===== src/rtl/sdet_pkg.sv =====
package sdet_pkg;

    // Registered state of one supervised reference
    typedef struct packed {
        logic toggled;   // a transition was sampled in the current feedback period
        logic bad;       // sticky dead flag
        logic fail;      // one-cycle strobe on the flag's rising edge
    } chan_state_t;

endpackage


===== src/rtl/sdet_sync.sv =====
// Multi-flop synchronizer with an edge detector. RISE_ONLY picks the
// variant: rising edges only (feedback) or any transition (references).
module sdet_sync #(
    parameter int STAGES    = 2,
    parameter bit RISE_ONLY = 1'b0
) (
    input  logic clk,
    input  logic rst,
    input  logic din,
    output logic event_o
);
    typedef struct packed {
        logic [STAGES-1:0] pipe;
        logic              prev;
    } sync_state_t;

    sync_state_t st_d, st_q;
    logic        level_w;

    always_comb begin
        st_d      = st_q;
        st_d.pipe = {st_q.pipe[STAGES-2:0], din};
        st_d.prev = st_q.pipe[STAGES-1];
    end

    always_ff @(posedge clk) begin
        if (rst) begin
            st_q <= '0;
        end else begin
            st_q <= st_d;
        end
    end

    assign level_w = st_q.pipe[STAGES-1];

    generate
        if (RISE_ONLY) begin : g_rise
            assign event_o = level_w & ~st_q.prev;
        end else begin : g_any
            assign event_o = level_w ^ st_q.prev;
        end
    endgenerate

endmodule


===== src/rtl/sdet_chan.sv =====
// Per-reference activity tracker with a sticky flag and a fail strobe.
module sdet_chan
    import sdet_pkg::*;
(
    input  logic clk,
    input  logic rst,
    input  logic ref_event,
    input  logic fb_rise,
    input  logic armed,
    input  logic clr,
    output logic bad,
    output logic fail
);
    chan_state_t st_d, st_q;
    logic        seen_w;
    logic        fault_w;

    always_comb begin
        // a transition in the closing cycle still counts for the period that ends there
        seen_w  = st_q.toggled | ref_event;
        fault_w = fb_rise & armed & ~seen_w;

        st_d      = st_q;
        st_d.bad  = clr ? 1'b0 : (st_q.bad | fault_w);
        st_d.fail = st_d.bad & ~st_q.bad;
        // a clear excuses the period in progress
        if (clr) begin
            st_d.toggled = 1'b1;
        end else if (fb_rise) begin
            st_d.toggled = 1'b0;
        end else begin
            st_d.toggled = seen_w;
        end
    end

    always_ff @(posedge clk) begin
        if (rst) begin
            st_q <= '0;
        end else begin
            st_q <= st_d;
        end
    end

    assign bad  = st_q.bad;
    assign fail = st_q.fail;

    // a flag only rises right after an armed feedback edge
    a_r2_set_at_fb_edge: assert property (@(posedge clk) disable iff (rst)
        $rose(bad) |-> ($past(fb_rise) && $past(armed)));

    // without a clear, a set flag holds
    a_r3_sticky: assert property (@(posedge clk) disable iff (rst)
        (bad && !clr) |=> bad);

    // a clear always wins
    a_r4_clear_wins: assert property (@(posedge clk) disable iff (rst)
        clr |=> !bad);

    // the strobe marks the flag's rise and lasts one cycle
    a_r5_fail_marks_rise: assert property (@(posedge clk) disable iff (rst)
        fail |-> (bad && !$past(bad)));

    a_r5_fail_one_cycle: assert property (@(posedge clk) disable iff (rst)
        fail |=> !fail);

endmodule


===== src/rtl/refclk_stuck_detector.sv =====
module refclk_stuck_detector #(
    parameter int NUM_REFS    = 2,
    parameter int SYNC_STAGES = 2
) (
    input  logic                clk,
    input  logic                rst,
    input  logic [NUM_REFS-1:0] ref_in,
    input  logic                fb_in,
    input  logic                clr_in,
    output logic [NUM_REFS-1:0] bad_o,
    output logic [NUM_REFS-1:0] fail_o
);
    localparam int NUM_SIG = NUM_REFS + 1;
    localparam int FB_IDX  = NUM_REFS;

    typedef struct packed {
        logic armed;
    } top_state_t;

    logic [NUM_SIG-1:0] raw_w;
    logic [NUM_SIG-1:0] event_w;
    logic               fb_rise_w;
    top_state_t         st_d, st_q;

    assign raw_w = {fb_in, ref_in};

    generate
        for (genvar g = 0; g < NUM_SIG; g++) begin : g_sync
            sdet_sync #(
                .STAGES   (SYNC_STAGES),
                .RISE_ONLY(g == FB_IDX)
            ) u_sync (
                .clk    (clk),
                .rst    (rst),
                .din    (raw_w[g]),
                .event_o(event_w[g])
            );
        end
    endgenerate

    assign fb_rise_w = event_w[FB_IDX];

    // Arming: the first feedback rising edge after reset opens the first period
    always_comb begin
        st_d       = st_q;
        st_d.armed = st_q.armed | fb_rise_w;
    end

    always_ff @(posedge clk) begin
        if (rst) begin
            st_q <= '0;
        end else begin
            st_q <= st_d;
        end
    end

    generate
        for (genvar g = 0; g < NUM_REFS; g++) begin : g_chan
            sdet_chan u_chan (
                .clk      (clk),
                .rst      (rst),
                .ref_event(event_w[g]),
                .fb_rise  (fb_rise_w),
                .armed    (st_q.armed),
                .clr      (clr_in),
                .bad      (bad_o[g]),
                .fail     (fail_o[g])
            );
        end
    endgenerate

    // reset forces all outputs low
    a_r1_reset_clears: assert property (@(posedge clk)
        rst |=> (bad_o == '0 && fail_o == '0));

    // nothing is flagged before the block is armed
    a_r7_quiet_until_armed: assert property (@(posedge clk) disable iff (rst)
        !st_q.armed |=> (bad_o == '0));

endmodule


===== config.mk =====
export PLATFORM = sky130hd
export DESIGN_NAME = refclk_stuck_detector
export DESIGN_NICKNAME = d
export VERILOG_FILES = /design/src/rtl/sdet_pkg.sv /design/src/rtl/sdet_sync.sv /design/src/rtl/sdet_chan.sv /design/src/rtl/refclk_stuck_detector.sv
export SDC_FILE = /design/constraint.sdc
export NUM_CORES = 1
export LEC_CHECK = 0
export ABC_AREA = 1
export CAP_MARGIN = 20
export CORE_AREA = 2 2 39 41
export DETAILED_ROUTE_END_ITERATION = 8
export DIE_AREA = 0 0 41 43
export DONT_BUFFER_PORTS = 1
export PLACE_DENSITY = 0.68
export SYNTH_ARGS = -nofsm -noshare
export SYNTH_HDL_FRONTEND = slang
export SYNTH_SLANG_ARGS = --single-unit

===== constraint.sdc =====
create_clock -name clk -period 0.8 [get_ports clk]
set_input_delay 0.08 -clock clk [delete_from_list [all_inputs] [get_ports clk]]
set_output_delay 0.08 -clock clk [all_outputs]
set_load 0.02 [all_outputs]

==> summary.md <==
| Metric | Value |
|---|---|
| Post-synth ARST share | `0%` |
| Arr. time, crit path | `between 1 and 1.5 ns` |
| Clk buf depth | `2` |
| Delay of the slowest critical-path stage | `0.37 ns` |
| H-tree depth | `1` |
| Post-synth top flop | `dfxtp_1` |
| Critical Path RT | `around 1 ns` |
| R2R depth | `6` |
| Global-route wire length before repair | `~1.4 mm` |
| Port Buffers | `0` |
| Area after DPL | `~600 sq um` |
| Die height | `43 um` |
| Period minus WS final | `between 0.8 and 0.9 ns` |
| CTS Buf Count | `3` |
| Max-cap violations | `0` |
| Share of cells above drive strength 1 | `approximately a third` |
| Synth top area cells | `dfxtp_1, inv_1, nor2_1` |
| Top cells by count, synth | `inv_1, dfxtp_1, nor2_1` |
| Skew final | `just under 0.002 ns` |
| Dpl cells | `slightly below 90` |
| Placement Setup Slack | `-0.0132 ns` |
| R2R Setup Slk | `-0.07 ns` |
| Post-Syn Area | `between 500 and 600 sq um` |
| DRT iter0 DRCs | `10` |
| Overall power after layout | `about 0.0015 W` |
| Die area | `around 1800 sq um` |
| Yosys top cell by area | `dfxtp_1` |
| Leakage | `~0.34 nW` |
| RSZ-0062 raised after global routing | `true` |
| Clock sinks | `16` |
| Final hold violations | `0` |
| Synth top area share | `53.9%` |
| End of the critical path | `g_chan[0].u_chan.fail` |
| Initial DRT Pass Iterations | `4` |
| R2r startpoint | `g_sync[0].u_sync.level_w` |
| Syn_nets | `between 80 and 90` |
| Post-synth EDFFs | `0` |
| DR WL/cell | `9.03 um` |
| HPWL after DPL | `533 um` |
| Least-Margin Pin Slew | `between 0.3 and 0.4 ns` |
| Vias in the first global route | `approximately 400` |
| RR Endpoint | `g_chan[0].u_chan.fail` |
| Final Cell Area | `743 sq um` |
| Status | `finished, violations left` |
| Top-count cell post-synth | `inv_1` |
| Flops & latches, synth | `16` |
| Antenna-violating nets left | `0` |
| Mean Syn Cell Area | `a little under 8 sq um` |
| Gate Count Post-Synth | `between 70 and 80` |
| Crit share post-route | `109%` |
| Critical Path End Type | `flop` |
| # IOs | `10` |
| CP max FO | `3` |
| Non-Filler Instances | `100` |
| Vias/cell | `approximately 4.4` |
| Worst VDD drop | `1090 uV` |
| Worst hold path type | `reg -> reg` |
| Routability Congestion | `roughly 0.7` |
| Remaining DRCs | `0` |
| Final worst slack | `-0.0702 ns` |
| Antenna violations before repair | `0` |
| DR vias | `about 440` |
| Worst slew margin | `between 70 and 80%` |
| Synth cell types | `13` |
| WL final | `about 900 um` |
| Max stage delay cell, worst path | `dfxtp_2` |
| Overall routing resource usage | `between 10% and 20%` |
| Global route overflow | `0` |
| Initial Util | `42.9%` |
| Failing checks | `setup timing` |
| Clk pin slew, worst setup/hold paths | `roughly 0.08 ns` |
| Largest net degree at the start of global routing | `10` |
| Crit-path cells | `inv_2 -> nand2_2 -> nand2_1 -> nor2_1 -> nand4_1 -> inv_1` |
| Final setup fails | `5` |
| Core ar. | `about 1400 sq um` |
| CTS tree | `built` |
| Final setup TNS | `-0.137 ns` |
| Area grow syn2layout | `25.1%` |
| DIE WIDTH | `between 40 and 50 um` |
| Clock latency on the worst-skew pair | `between 0.2 and 0.3 ns` |
| N_diodes | `0` |
| Startpoint types | `flop` |
| WS Path Type | `reg -> reg` |
| Worst setup startpoint | `g_sync[0].u_sync.level_w` |
| Post-synthesis sequential area ratio | `approximately 54%` |
| FMAX | `about 1.1 GHz` |
| Final net count | `roughly 90` |
| CTS root buf | `clkbuf_4` |
| Pwr Density | `~2000 nW/um^2` |
| Yosys Warn Count | `0` |
| Site Rows | `14` |
| Final slew viol count | `0` |
repair_timing:
item | CTS | global route
endpoints found under the setup margin | 7 | 11
buffers inserted | 0 | 1
hold buffers | 6 | 0
resized for setup | 10 | 9
pin swaps | 0 | 4
endpoints found under the hold margin | 16 | 0
registers in the layout, summed over array words and instances (netlist names):
register               flops
g_sync.u_sync.level_w      3
g_chan.u_chan.bad          2
g_sync.u_sync.st_d         3
g_sync.u_sync.st_q         3
st_q                       1
g_chan.u_chan.st_q         2
g_chan.u_chan.fail         2
worst max-delay path, delay by kind of cell (launching register included):
family | cells | cell delay [ns]
buf+inv | 2 | 0.11
simple gates | 4 | 0.35
flops | 1 | 0.37
power by group:
| group | internal, W | switching (W) | total (W) |
|---|---|---|---|
| sequential | 0.000828 | 0.0000184 | 0.000846 |
| combinational | 0.0000578 | 0.0000549 | 0.000113 |
| clock | 0.000277 | 0.000229 | 0.000506 |
| total | 0.00116 | 0.000302 | 0.00146 |
placed cells by master (no fill, tap or decap), drive strengths merged:
cell type,synthesis,layout
nand3b,2,2
nand2,9,9
inv,19,19
dfxtp,16,16
a21oi,7,7
nor2,13,13
buf,5,4
nand4,2,2
dlygate4sd3,0,6
clkbuf,0,4
nand3,2,2
layer usage:
| layer | wire length (um) | vias to the layer above | track usage [%] |
|---|---|---|---|
| li1 | - | 235 | - |
| met2 | 466 | 10 | 18.4 |
| met5 | 0 | - | 0 |
| met3 | 42 | 2 | 5.24 |
| met4 | 6 | 0 | 8.00 |
| met1 | 387 | 197 | 12.6 |
how the worst min path moves through the flow:
stage | startpoint | endpoint | slack [ns] | cells past startpoint
floorplan | rst | g_chan[1].u_chan.st_q[2] | 0.15 | 1
global placement | rst | g_chan[0].u_chan.st_q[2] | 0.15 | 1
detailed placement | rst | g_chan[0].u_chan.st_q[2] | 0.15 | 1
CTS | rst | g_sync[1].u_sync.st_d[2] | 0.39 | 2
global route | rst | g_sync[2].u_sync.st_d[2] | 0.40 | 2
finish | g_sync[0].u_sync.st_d[2] | g_sync[0].u_sync.level_w | 0.40 | 2
stage by stage:
| step | hold slack, ns | utilization (%) |
|---|---|---|
| floorplan | 0.149 | - |
| global placement | 0.151 | 43.5 |
| detailed placement | 0.152 | 43.5 |
| CTS | 0.394 | 51.7 |
| global route | 0.401 | 53.7 |
| finish | 0.397 | 53.7 |
cells by family (layout without fill, tap and decap cells):
kind of cell / Yosys count / in the layout / share of synthesized area (%)
buf+inv: 24 / 33 / 17.9
flops: 16 / 16 / 53.9
compound gates: 7 / 7 / 5.89
simple gates: 28 / 28 / 22.3
area by class of cell:
class,instances,area (sq um)
Sequential cell,16,330
Timing Repair Buffer,10,97.6
Clock buffer,4,36.3
Inverter,19,71.3
Tap cell,16,20.0
Multi-Input combinational cell,35,188
Fill cell,136,641
Note: power is estimated with default switching activity, not from simulation.
